$ cat config.mk
export PLATFORM = sky130hd
export DESIGN_NAME = tcp_stream_bridge
export DESIGN_NICKNAME = d
export VERILOG_FILES = /design/src/rtl/tcp_bridge_pkg.sv /design/src/rtl/bridge_ctrl.sv /design/src/rtl/bridge_datapath.sv /design/src/rtl/tcp_stream_bridge.sv
export SDC_FILE = /design/constraint.sdc
export NUM_CORES = 1
export LEC_CHECK = 0
export CORE_AREA = 2 2 122 124
export CTS_BUF_LIST = sky130_fd_sc_hd__clkbuf_4
export DETAILED_ROUTE_END_ITERATION = 16
export DIE_AREA = 0 0 124 126
export HOLD_SLACK_MARGIN = 0.02
export PLACE_DENSITY_LB_ADDON = 0.3
export SLEW_MARGIN = 30
export SYNTH_ARGS = -nofsm -noshare
export SYNTH_HDL_FRONTEND = slang
export SYNTH_HIERARCHICAL = 1
export SYNTH_SLANG_ARGS = --single-unit
$ cat constraint.sdc
create_clock -name clk -period 2.1 [get_ports clk]
set_clock_uncertainty 0.1 [all_clocks]
set_input_delay 0.42 -clock clk [delete_from_list [all_inputs] [get_ports clk]]
set_output_delay 0.42 -clock clk [all_outputs]
set_load 0.1 [all_outputs]
$ cat src/rtl/tcp_bridge_pkg.sv
`timescale 1ns/1ps
package tcp_bridge_pkg;
  localparam int REG_ADDR_W = 4;
  localparam int REG_DATA_W = 32;
  localparam int STEP_W = 4;
  localparam logic [STEP_W-1:0] FIRST_STEP = 4'hB;
  localparam logic [REG_ADDR_W-1:0] DEF_LEN_ADDR = 4'h1;
  localparam logic [REG_ADDR_W-1:0] DEF_CMD_ADDR = 4'h8;

  typedef enum logic [2:0] {
    ST_INIT,
    ST_WAIT_READY,
    ST_IDLE,
    ST_DRAIN,
    ST_CMD
  } bridgeState_t;

  // strobes from control to datapath
  typedef struct packed {
    logic              initWr;
    logic [STEP_W-1:0] step;
    logic              lenWr;
    logic              cmdWr;
    logic              rxRd;
  } bridgeStrobe_t;

  function automatic logic [REG_ADDR_W-1:0] initAddr(input logic [STEP_W-1:0] s);
    case (s)
      4'hB: initAddr = 4'h0;
      4'hA: initAddr = 4'hE;
      4'h9: initAddr = 4'hC;
      4'h8: initAddr = 4'h9;
      4'h7: initAddr = 4'h7;
      4'h6: initAddr = 4'h6;
      4'h5: initAddr = 4'h5;
      4'h4: initAddr = 4'h4;
      4'h3: initAddr = 4'h3;
      4'h2: initAddr = 4'h2;
      default: initAddr = 4'h0;
    endcase
  endfunction

  function automatic logic [REG_DATA_W-1:0] initData(input logic [STEP_W-1:0] s);
    case (s)
      4'hB: initData = 32'h0000_0001;
      4'h8: initData = 32'h0000_6000;
      4'h7: initData = 32'h0000_EA60;
      4'h6: initData = 32'h0000_EA61;
      4'h5: initData = 32'hC0A8_0750;
      4'h4: initData = 32'hC0A8_0751;
      4'h3: initData = 32'h0000_1122;
      4'h2: initData = 32'h3344_5566;
      default: initData = 32'h0000_0000;
    endcase
  endfunction
endpackage

$ cat src/rtl/bridge_ctrl.sv
`timescale 1ns/1ps
module bridge_ctrl
  import tcp_bridge_pkg::*;
#(
  parameter int RX_CNT_W = 13
) (
  input  logic                clk,
  input  logic                rstN,
  input  logic                engBusy,
  input  logic [RX_CNT_W-1:0] rxCount,
  input  logic                txFall,
  output bridgeStrobe_t       strobe
);
  bridgeState_t        state;
  logic [STEP_W-1:0]   step;
  logic [RX_CNT_W-1:0] remain;
  logic                commitPend;
  logic                startLen;
  logic                startDrain;

  always_comb begin
    startLen   = (state == ST_IDLE) && commitPend && !engBusy;
    startDrain = (state == ST_IDLE) && !commitPend && !txFall && (rxCount != '0);
    strobe.initWr = (state == ST_INIT);
    strobe.step   = step;
    strobe.lenWr  = startLen;
    strobe.cmdWr  = (state == ST_CMD);
    strobe.rxRd   = (state == ST_DRAIN);
  end

  always_ff @(posedge clk or negedge rstN) begin
    if (!rstN) begin
      state  <= ST_INIT;
      step   <= FIRST_STEP;
      remain <= '0;
    end else begin
      case (state)
        ST_INIT: begin
          step <= step - 1'b1;
          if (step == 4'h1) state <= ST_WAIT_READY;
        end
        ST_WAIT_READY: if (!engBusy) state <= ST_IDLE;
        ST_IDLE: begin
          if (startLen) begin
            state <= ST_CMD;
          end else if (startDrain) begin
            remain <= rxCount;
            state  <= ST_DRAIN;
          end
        end
        ST_DRAIN: begin
          remain <= remain - 1'b1;
          if (remain == {{(RX_CNT_W-1){1'b0}}, 1'b1}) state <= ST_IDLE;
        end
        ST_CMD:  state <= ST_IDLE;
        default: state <= ST_IDLE;
      endcase
    end
  end

  // commit request: a falling edge wins over the clear
  always_ff @(posedge clk or negedge rstN) begin
    if (!rstN)          commitPend <= 1'b0;
    else if (txFall)    commitPend <= 1'b1;
    else if (startLen)  commitPend <= 1'b0;
  end
endmodule

$ cat src/rtl/bridge_datapath.sv
`timescale 1ns/1ps
module bridge_datapath
  import tcp_bridge_pkg::*;
#(
  parameter int DATA_W = 64,
  parameter int TX_CNT_W = 16,
  parameter logic [REG_ADDR_W-1:0] LEN_ADDR = DEF_LEN_ADDR,
  parameter logic [REG_ADDR_W-1:0] CMD_ADDR = DEF_CMD_ADDR
) (
  input  logic                  clk,
  input  logic                  rstN,
  input  bridgeStrobe_t         strobe,
  input  logic [DATA_W-1:0]     rxRdData,
  input  logic                  dataOutValid,
  input  logic [DATA_W-1:0]     dataOut,
  output logic [REG_ADDR_W-1:0] regAddr,
  output logic [REG_DATA_W-1:0] regWrData,
  output logic                  regWrEn,
  output logic                  dataInValid,
  output logic [DATA_W-1:0]     dataIn,
  output logic                  txWrEn,
  output logic [DATA_W-1:0]     txWrData,
  output logic                  txFall
);
  logic                validPrev;
  logic [TX_CNT_W-1:0] txCount;

  assign dataIn   = rxRdData;
  assign txWrEn   = dataOutValid;
  assign txWrData = dataOut;
  assign txFall   = validPrev && !dataOutValid;

  always_ff @(posedge clk or negedge rstN) begin
    if (!rstN) begin
      dataInValid <= 1'b0;
      validPrev   <= 1'b0;
    end else begin
      dataInValid <= strobe.rxRd;
      validPrev   <= dataOutValid;
    end
  end

  always_ff @(posedge clk or negedge rstN) begin
    if (!rstN)              txCount <= '0;
    else if (strobe.lenWr)  txCount <= {{(TX_CNT_W-1){1'b0}}, dataOutValid};
    else if (dataOutValid)  txCount <= txCount + 1'b1;
  end

  always_ff @(posedge clk or negedge rstN) begin
    if (!rstN) begin
      regWrEn   <= 1'b0;
      regAddr   <= '0;
      regWrData <= '0;
    end else begin
      regWrEn <= strobe.initWr || strobe.lenWr || strobe.cmdWr;
      if (strobe.initWr) begin
        regAddr   <= initAddr(strobe.step);
        regWrData <= initData(strobe.step);
      end else if (strobe.lenWr) begin
        regAddr   <= LEN_ADDR;
        regWrData <= REG_DATA_W'(txCount);
      end else if (strobe.cmdWr) begin
        regAddr   <= CMD_ADDR;
        regWrData <= '0;
      end else begin
        regAddr   <= '0;
        regWrData <= '0;
      end
    end
  end
endmodule

$ cat src/rtl/tcp_stream_bridge.sv
`timescale 1ns/1ps
module tcp_stream_bridge
  import tcp_bridge_pkg::*;
#(
  parameter int DATA_W = 64,
  parameter int RX_CNT_W = 13,
  parameter int TX_CNT_W = 16,
  parameter logic [REG_ADDR_W-1:0] LEN_ADDR = DEF_LEN_ADDR,
  parameter logic [REG_ADDR_W-1:0] CMD_ADDR = DEF_CMD_ADDR
) (
  input  logic                  clk,
  input  logic                  rstN,
  input  logic                  engBusy,
  output logic [REG_ADDR_W-1:0] regAddr,
  output logic [REG_DATA_W-1:0] regWrData,
  output logic                  regWrEn,
  input  logic [RX_CNT_W-1:0]   rxCount,
  output logic                  rxRdEn,
  input  logic [DATA_W-1:0]     rxRdData,
  output logic                  dataInValid,
  output logic [DATA_W-1:0]     dataIn,
  input  logic                  dataOutValid,
  input  logic [DATA_W-1:0]     dataOut,
  output logic                  txWrEn,
  output logic [DATA_W-1:0]     txWrData
);
  bridgeStrobe_t strobe;
  logic          txFall;

  bridge_ctrl #(.RX_CNT_W(RX_CNT_W)) u_ctrl (
    .clk(clk), .rstN(rstN), .engBusy(engBusy), .rxCount(rxCount),
    .txFall(txFall), .strobe(strobe)
  );

  bridge_datapath #(
    .DATA_W(DATA_W), .TX_CNT_W(TX_CNT_W), .LEN_ADDR(LEN_ADDR), .CMD_ADDR(CMD_ADDR)
  ) u_dp (
    .clk(clk), .rstN(rstN), .strobe(strobe), .rxRdData(rxRdData),
    .dataOutValid(dataOutValid), .dataOut(dataOut), .regAddr(regAddr),
    .regWrData(regWrData), .regWrEn(regWrEn), .dataInValid(dataInValid),
    .dataIn(dataIn), .txWrEn(txWrEn), .txWrData(txWrData), .txFall(txFall)
  );

  assign rxRdEn = strobe.rxRd;
endmodule

## Word-level counts from Yosys, hierarchy flattened

Memories as Yosys holds them, arrays and structs flattened.
Cells that the tools add are included.

| cells by class | value |
|---|---|
| muxes and demuxes | 18 |
| eq/ne operators | 12 |
| reduce and logical (&&, ||, !) cells | 19 |
| $add $sub $neg | 3 |

Operators by type and width:

| cell | number |
|---|---|
| 2-to-1 mux 16 bit | 3 |
| 2-to-1 mux 32 bit | 1 |
| 2-to-1 mux 13 bit | 2 |
| case mux 13 bit (2 select lines) | 1 |
| adder 16 x 1 -> 16 bit (second input constant) | 1 |
| 2-to-1 mux 3 bit | 5 |
| equality test 13 x 1 -> 1 bit (second input constant) | 1 |
| nonzero test 13 bit | 1 |
| subtractor 13 x 1 -> 13 bit (second input constant) | 1 |
| 2-to-1 mux 4 bit | 3 |
| case mux 3 bit (4 select lines) | 1 |
| equality test 3 x 2 -> 1 bit (second input constant) | 2 |
| logical AND 1 bit | 6 |
| != test 2 bit (second input constant) | 3 |
| nonzero test 2 bit | 3 |
| equality test 4 x 1 -> 1 bit (second input constant) | 1 |
| zero test 1 bit | 4 |
| != test 2 x 1 -> 1 bit (second input constant) | 2 |
| AND reduction 4 bit | 1 |
| subtractor 4 x 1 -> 4 bit (second input constant) | 1 |
| equality test 3 x 1 -> 1 bit (second input constant) | 1 |
| equality test 3 bit (second input constant) | 1 |
| zero test 3 bit | 1 |
| != test 3 x 1 -> 1 bit (second input constant) | 1 |
| 3 further kinds | 5 |

| storage, ports and cells | value |
|---|---|
| bits in registers | 76 |
| memories | 2 |
| output and inout bits | 168 |
| ROM bits | 464 |
| input port bits | 145 |

Memory list:

| memory | words | width | read ports | clocked after memory_dff | write ports | line | RTL |
|---|---|---|---|---|---|---|---|
| (no name shown) | 16 | 25 | 1 | 0 | 0 | tcp_bridge_pkg.sv:44 | `case (s)` |
| (no name shown) | 16 | 4 | 1 | 0 | 0 | tcp_bridge_pkg.sv:28 | `case (s)` |

## Longest topological paths before layout

Gate-level depths: netlist (run 1).

| depth | value |
|---|---|
| word-level depth | 8 |
| depth in mapped cells | 8 |
| gate-level depth less buffers | 6 |

## By module

The synthesis (run 1) kept the hierarchy.

By module, submodules not included:

| module | area each (µm²) | seq. area each (µm²) | times used | cells an instance |
|---|---|---|---|---|
| bridge_datapath | 2921.6 | 1026.0 | 1 | 305 |
| bridge_ctrl | 1315.0 | 529.3 | 1 | 139 |

## Worst setup path before layout (run 1)

No wires, ideal clock.

| timing | value |
|---|---|
| path kind | reg2reg |
| start | reg u_ctrl.remain[0] |
| end | reg u_ctrl.remain[12] |
| arrival time | 1871 ps |
| required time | 1874 ps |
| stages on the path, launching flop included | 8 |
| buffers on the path | 1 |
| setup slack | 3 ps |
| cells stage by stage | dfrtp_1 > inv_1 > ha_1 > or4b_1 > clkbuf_2 > o41ai_1 > nand3_1 > a221o_1 |

| on the way | value |
|---|---|
| word-level cells in the longest chain between the ends | 2 |

RTL lines:

| item | line | RTL |
|---|---|---|
| start, declared | bridge_ctrl.sv:16 | `logic [RX_CNT_W-1:0] remain;` |
| start signal, assigned | bridge_ctrl.sv:47 | `remain <= rxCount;` |
| start signal, assigned | bridge_ctrl.sv:52 | `remain <= remain - 1'b1;` |
| subtractor 13 x 1 -> 13 bit | bridge_ctrl.sv:52 |  |
| case mux 13 bit (2 select lines) | bridge_ctrl.sv:37 | `case (state)` |

Every way passes these cells.
A chain may end at the register's enable or synchronous reset.

## Final worst setup path (run 1)

| timing | value |
|---|---|
| start | reg u_ctrl.remain[1] |
| end | reg u_ctrl.remain[12] |

The elaborated chain is that of the path after synthesis.

==> results.tsv, run 1 <==
stage	metric	value	unit
outcome	run status	complete, but fails checks	
outcome	failing checks	setup timing	
drt	via count	2876	
critical_path	Worst Setup SP	u_ctrl/remain[1]	
timing	Final Hold Vio Count	0	
global_routing	met2 usage	26.8	%
worst_hold_path	min-delay worst type	in2async	
layout	final instance area	4440	um2
global_routing	vias in the first global route	2807	
timing	Worst Max-Slew Pin Slew	0.517	ns
critical_path	Crit path max-delay family	simple AND/OR/NAND/NOR gates	
global_routing	GRT overflow	0	
layout	diode count	0	
critical_path	r2r setup slk	-0.02	ns
drt	DRC Markers	0	
global_routing	largest net degree at the start of global routing	63	
floorplanning	die width	124	um
clocking	Num CTS Buffers	9	
layout	FF+latch area	1560	um2
logic_synthesis	syn_area_per_cell	9.54	um2
logic_synthesis	top-count cell post-synth	buf_4	
drt	First-pass DRT Iterations	5	
clocking	CTS tree	done	
critical_path	Setup crit end kind	register	
critical_path	Crit path largest cell delay	0.53	ns
logic_synthesis	Cell variety after synth	57	
critical_path	Cell Chain, Critical Path	inv_2 > ha_2 > or4b_4 > o41ai_2 > nand3_1 > a221o_1	
logic_synthesis	Yosys Warn Count	6	
logic_synthesis	largest area contributor in the netlist	dfrtp_1	
drt	Routed Antenna Nets	0	
critical_path	CP Launch Type	register	
logic_synthesis	Post-Synthesis Cells	444	
layout	final core occ	31.0	%
floorplanning	Die ar.	15600	um2
logic_synthesis	Most used DFF post-synth	dfrtp_1	
global_routing	initial antenna violation count	0	
clocking	Root Buffer	clkbuf_4	
logic_synthesis	Seq/Total Area, Yosys	36.7	%
timing	RSZ-0062 raised after global routing	true	
placed_design	dpl hpwl	11.4	mm
timing	Final Slew Violations	0	
clocking	clock-pin slew on the worst setup and hold paths	0.10	ns
pwr	Max IR drop VDD	0.381	mV
timing	Hold WS	0.429	ns
logic_synthesis	commonest cells in the netlist	144 x buf_4, 59 x dfrtp_1, 24 x nor2_1	
pwr	power per standard cell area	1510	nW/um2
floorplanning	core area	14300	um2
global_routing	routing usage on met3	17.8	%
critical_path	Data required, critical path	2.30	ns
critical_path	Crit Reg-Reg Endpoint	u_ctrl/remain[12]	
placed_design	Placed Cells	566	
timing	Final setup viols	2	
placed_design	IO Port Bufs	51	
drt	drt wl/cell	23.5	um
critical_path	RR Startpoint	u_ctrl/remain[1]	
drt	Initial DRC Count	172	
logic_synthesis	Area contributors post-synth	dfrtp_1 35%, buf_4 26%, ha_1 3.2%, xnor2_1 2.5%, a221o_1 2.1%	
timing	post-layout min period	2.12	ns
critical_path	Worst Path Buf+Inv	1	
drt	Via density	4.92	
layout	# nets final	552	
clocking	TritonCTS Sinks	62	
run	max_cap viols	0	
pwr	Lkg Pwr	0.00201	uW
logic_synthesis	Yosys reg bits	62	
critical_path	Slowest cell on crit path	or4b_4	
logic_synthesis	synthesized area	4240	um2
clocking	H-tree depth	3	
floorplanning	Row Count	44	
clocking	CTS Buffer Depth	2	
layout	share of cells above drive strength 1	28.4	%
critical_path	Levels on crit path	6	
critical_path	Worst Reg-to-Reg Cells	6	
logic_synthesis	post-synth top area share	34.8	%
global_routing	first-pass GRT wire length	19.1	mm
placed_design	RD Place Congestion	0.796	
timing	final worst setup slack	-0.0159	ns
drt	final wirelength	13.8	mm
global_routing	most used routing layer	met2	
global_routing	met1 usage	14.8	%
global_routing	GRT Overall Usage	17.5	%
clocking	clk_lat worst skew	0.42	ns
critical_path	Worst Setup EP	u_ctrl/remain[12]	
layout	# fillers	1469	
logic_synthesis	Post-synth EDFFs	0	
timing	Max Fclk	0.473	GHz
placed_design	DP Area	4250	um2
critical_path	Critical Path AT	2.32	ns
critical_path	CP Class	reg2reg	
logic_synthesis	async set-reset flop share out of synthesis	100	%
floorplanning	die height	126	um
layout	fin cells	585	
timing	fin crit share	101	%
layout	area occupied by multi-input gates	1530	um2
floorplanning	initial core utilization	29.6	%
layout	Layout area overhead	4.81	%
timing	post-route setup TNS	-0.0283	ns
floorplanning	I/O Pins	313	
timing	worst rel slew slack	65.6	%
critical_path	CP Max Fanout	7	
[cell type report]
cell class                 count  area share, %
sequential                    62           35.0
multi-input combinational    214           34.3
timing repair buffer          95           20.9
tap                          184           5.18
clock inverter                 6           1.72
clock buffer                  10           1.69
inverter                      14           1.18
[stage by stage]
stage	setup WS, ns	total power, uW
floorplan	0.00326	5790
global placement	-0.211	5710
detailed placement	-0.209	5760
CTS	-0.0284	6730
global route	-0.0772	7080
finish	-0.0159	6690
[worst min path at each step]
stage	endpoint	slack (ns)	cells after the start
floorplan	u_ctrl/commitPend	0.02	0
global placement	u_ctrl/remain[9]	0.36	2
detailed placement	u_ctrl/remain[9]	0.36	2
CTS	u_ctrl/remain[6]	0.43	3
global route	u_ctrl/remain[9]	0.45	3
finish	u_ctrl/remain[9]	0.43	3
[metal layers]
layer	vias up	wire length (um)	share of wire [%]
li1	1289	-	-
met1	1350	3830	28
met2	198	6450	47
met3	37	3060	22
met4	2	378	2.7
met5	-	44	0.32
[power breakdown]
part	internal (uW)	switching [uW]	total (uW)	leakage, uW
Clock	483	426	909	0.0000829
Sequential	1600	429	2030	0.000801
Combinational	1310	2450	3760	0.00112
Total	3390	3310	6690	0.00201
[state kept, by name, indices dropped and copies added, names as in the netlist]
signal / count
u_dp/regWrData: 18
u_dp/txCount: 16
u_ctrl/remain: 13
u_ctrl/step: 4
u_dp/regAddr: 4
u_ctrl/state: 3
u_ctrl/commitPend: 1
u_dp/dataInValid: 1
u_dp/regWrEn: 1
u_dp/validPrev: 1
[timing repair]
action | CTS | global route
buffers inserted | 1 | 1
gates resized for setup | 3 | 2
hold buffers | 1 | 0
cloned | 0 | 0
hold endpoints to repair | 59 | 0
endpoints found under the setup margin | 5 | 5
[kinds of logic after synthesis]
family                   after synthesis  synth area share (%)
AO/OA/AOI/OAI                         61                  11.3
XOR/XNOR                              16                  3.31
adder cells (fa/ha/maj)               11                  3.25
buffers and inverters                172                  28.2
flip-flops                            62                  36.7
multiplexers                           5                  1.24
other                                  1                0.0885
AND/OR/NAND/NOR                      116                  15.9
[worst min-delay path, stage by stage]
cell           delay [ns]
dlygate4sd3_1        0.52
buf_2                0.12
buf_12               0.28
[cell usage in the layout, fill, tap and decap left out, drive strengths merged, types with 4 or more instances in the layout]
cell and count:
xor2 4, clkbuf 10, or4 4, nand3 9, clkinv 4, conb 5, nor2b 7, a221o 11
nor2 25, and2 5, buf 79, inv 14, nor4 9, a21boi 7, o21ai 10, nor3 12
ha 11, dfrtp 59, nand4 6, a31oi 4, xnor2 12, nand2 17, nand2b 5, clkdlybuf4s50 15
or3 5, a22o 8, o41ai 4
(Power assumes the default switching activity.)
==> run 2, diff against run 1 <==
--- a/config.mk
+++ b/config.mk
@@ -9,6 +9,7 @@
 export CTS_BUF_LIST = sky130_fd_sc_hd__clkbuf_4
 export DETAILED_ROUTE_END_ITERATION = 16
 export DIE_AREA = 0 0 124 126
+export GPL_ROUTABILITY_DRIVEN = 0
 export HOLD_SLACK_MARGIN = 0.02
 export PLACE_DENSITY_LB_ADDON = 0.3
 export SLEW_MARGIN = 30
==> results of run 2 <==
No change in the layout: final DEF, timing and power equal those of run 1.
==> run 3, diff against run 2 <==
--- a/config.mk
+++ b/config.mk
@@ -5,10 +5,11 @@
 export SDC_FILE = /design/constraint.sdc
 export NUM_CORES = 1
 export LEC_CHECK = 0
-export CORE_AREA = 2 2 122 124
+export CORE_ASPECT_RATIO = 2
+export CORE_MARGIN = 10
+export CORE_UTILIZATION = 32
 export CTS_BUF_LIST = sky130_fd_sc_hd__clkbuf_4
 export DETAILED_ROUTE_END_ITERATION = 16
-export DIE_AREA = 0 0 124 126
 export GPL_ROUTABILITY_DRIVEN = 0
 export HOLD_SLACK_MARGIN = 0.02
 export PLACE_DENSITY_LB_ADDON = 0.3
==> run 3 against run 2 <==
The flow still finishes with violations (setup timing). Hold slack lost 0.10 ns. Design area grew 1.9%. Sequential share of layout area shrank 0.64 points. Power grew 7.1%. Combinational power grew 5%. Via count shrank 0.31%. Sequential cell count is the same. Wire length shrank 22%. Critical path depth is the same. Global-route usage shrank 6.1 points.
==> results.tsv, run 3 (same netlist as run 1, synthesis figures left out) <==
stage	metric	value	unit
outcome	run status	complete, but fails checks	
outcome	failing checks	setup timing	
pwr	Sw Ratio	48.7	%
floorplanning	die height	183	um
drt	via count	2867	
drt	Via density	5.16	
placed_design	Placement Setup Slack	-0.269	ns
layout	largest reg by FF count	u_dp/regWrData	
critical_path	Data required, critical path	2.38	ns
pwr	Switching Power	3490	uW
drt	DRT met1 WL	3.22	mm
drt	met3 wire len	1.05	mm
global_routing	largest net degree at the start of global routing	49	
floorplanning	core area	13000	um2
timing	Final Slew Violations	0	
layout	Layout area overhead	6.76	%
drt	First-pass DRT Iterations	4	
timing	RSZ-0062 raised after global routing	true	
critical_path	CP Launch Type	register	
pwr	Max IR drop VDD	0.946	mV
global_routing	GRT overflow	0	
clocking	H-tree depth	3	
layout	Top Registers	u_dp/regWrData x18, u_dp/txCount x16, u_ctrl/remain x13	
floorplanning	initial core utilization	32.6	%
clocking	clock-pin slew on the worst setup and hold paths	0.12	ns
timing	final worst setup slack	-0.0113	ns
clocking	CTS Buffer Depth	2	
critical_path	r2r setup slk	-0.01	ns
clocking	Num CTS Buffers	9	
clocking	clk_lat worst skew	0.43	ns
floorplanning	I/O Pins	313	
layout	commonest non-fill, non-tap cell in the layout	buf_4	
layout	# nets final	554	
critical_path	CP Max Fanout	7	
placed_design	IO Port Bufs	51	
timing	Hold WS	0.326	ns
critical_path	Critical Path AT	2.39	ns
pwr	Comb pwr share	55.0	%
drt	top layer in use	met4	
layout	FF+latch area	1560	um2
global_routing	initial antenna violation count	1	
drt	drt wl/cell	19.2	um
global_routing	vias in the first global route	3068	
floorplanning	die width	101	um
pwr	Lkg Pwr	0.00205	uW
drt	DRC Markers	0	
drt	final wirelength	10.7	mm
layout	max reg flops	18	
layout	share of cells above drive strength 1	30.5	%
pwr	PnR Total Power	7170	uW
timing	Final setup viols	1	
floorplanning	Die ar.	18500	um2
floorplanning	Row Count	59	
critical_path	CP Class	reg2reg	
clocking	TritonCTS Sinks	62	
run	max_cap viols	0	
global_routing	first-pass GRT wire length	16.3	mm
clocking	CTS tree	done	
timing	worst rel slew slack	64.6	%
layout	area occupied by multi-input gates	1560	um2
pwr	power per standard cell area	1590	nW/um2
clocking	Root Buffer	clkbuf_4	
drt	met2 wire len	5.72	mm
placed_design	dpl hpwl	8.22	mm
drt	Initial DRC Count	86	
pwr	internal power	3680	uW
layout	most frequent cells in the layout	65 x buf_4, 59 x dfrtp_1, 24 x nor2_1, 17 x nand2_1	
timing	Worst Max-Slew Pin Slew	0.531	ns
layout	# fillers	1301	
pwr	clock share of power	16.9	%
worst_hold_path	min-delay worst type	in2async	
global_routing	GRT Overall Usage	11.4	%
critical_path	Setup crit end kind	register	
timing	fin crit share	101	%
drt	Routed Antenna Nets	0	
timing	Final Hold Vio Count	0	
pwr	Seq pwr share	28.1	%
timing	post-layout min period	2.11	ns
timing	Max Fclk	0.474	GHz
==> run 3: changes by cell type in the layout (fill, tap and decap cells not counted), sizes merged <==
cell	change
clkinvlp	+1
clkinv	-3
diode	+1
buf	+2
clkbuf	-1
bufinv	+2
inv	+1
==> run 3: layout make-up <==
class                      count  area share (%)
clock buffer                   9            1.49
sequential                    62            34.4
timing repair buffer          97            21.1
inverter                      14            1.16
antenna                        1          0.0553
tap                          152            4.20
clock inverter                 7            3.21
multi-input combinational    214            34.4
==> run 3: metal layers <==
metal	global-route usage, %	vias up
met5	1.14	-
met1	9.34	1350
met4	9.80	0
li1	-	1284
met3	4.88	81
met2	19.8	152
==> run 3: critical path: stages (launching register included) <==
cell and delay [ns]:
dfrtp_1 0.42, inv_2 0.09, ha_4 0.15, or4b_4 0.53, or4_4 0.50, a21boi_2 0.15
a221o_2 0.13
==> run 3: worst paths after layout <==
kind,endpoint,startpoint,cells after the start
max in group asynchronous,u_ctrl/step[0],rstN,3
min,u_ctrl/remain[8],rstN,2
min in group clk,u_ctrl/remain[7],u_ctrl/remain[7],1
max,u_ctrl/remain[8],u_ctrl/remain[1],6
max reg2reg,u_ctrl/remain[8],u_ctrl/remain[1],6
min reg2reg,u_ctrl/remain[7],u_ctrl/remain[7],1
==> run 3: stage by stage <==
stage | utilization, % | cell area, um2 | TNS (ns) | instances
2_1_floorplan | - | 4250 | 0 | 448
3_3_place_gp | 32.5 | 4220 | -2.07 | 534
3_5_place_dp | 32.5 | 4220 | -2.81 | 534
4_1_cts | 34.5 | 4490 | 0 | 553
5_1_grt | 34.8 | 4520 | -0.123 | 556
6_report | 34.8 | 4520 | -0.0113 | 556
==> run 3: power by group through the flow <==
stage | Combinational [uW] | Sequential, uW | Clock [uW]
after global routing | 4190 | 2070 | 1300
after CTS | 3900 | 2010 | 1250
final | 3940 | 2020 | 1210
after global placement | 3770 | 2020 | 0
after floorplan | 2830 | 2970 | 0
after detailed placement | 3810 | 2020 | 0
==> run 3: repair_timing <==
item	4_1_cts	5_1_grt
setup buffers	2	2
hold buffers	1	0
resized for setup	7	5
endpoints found under the hold margin	14	0
setup endpoints to repair	5	10
gates cloned	0	0
pin swaps	3	3
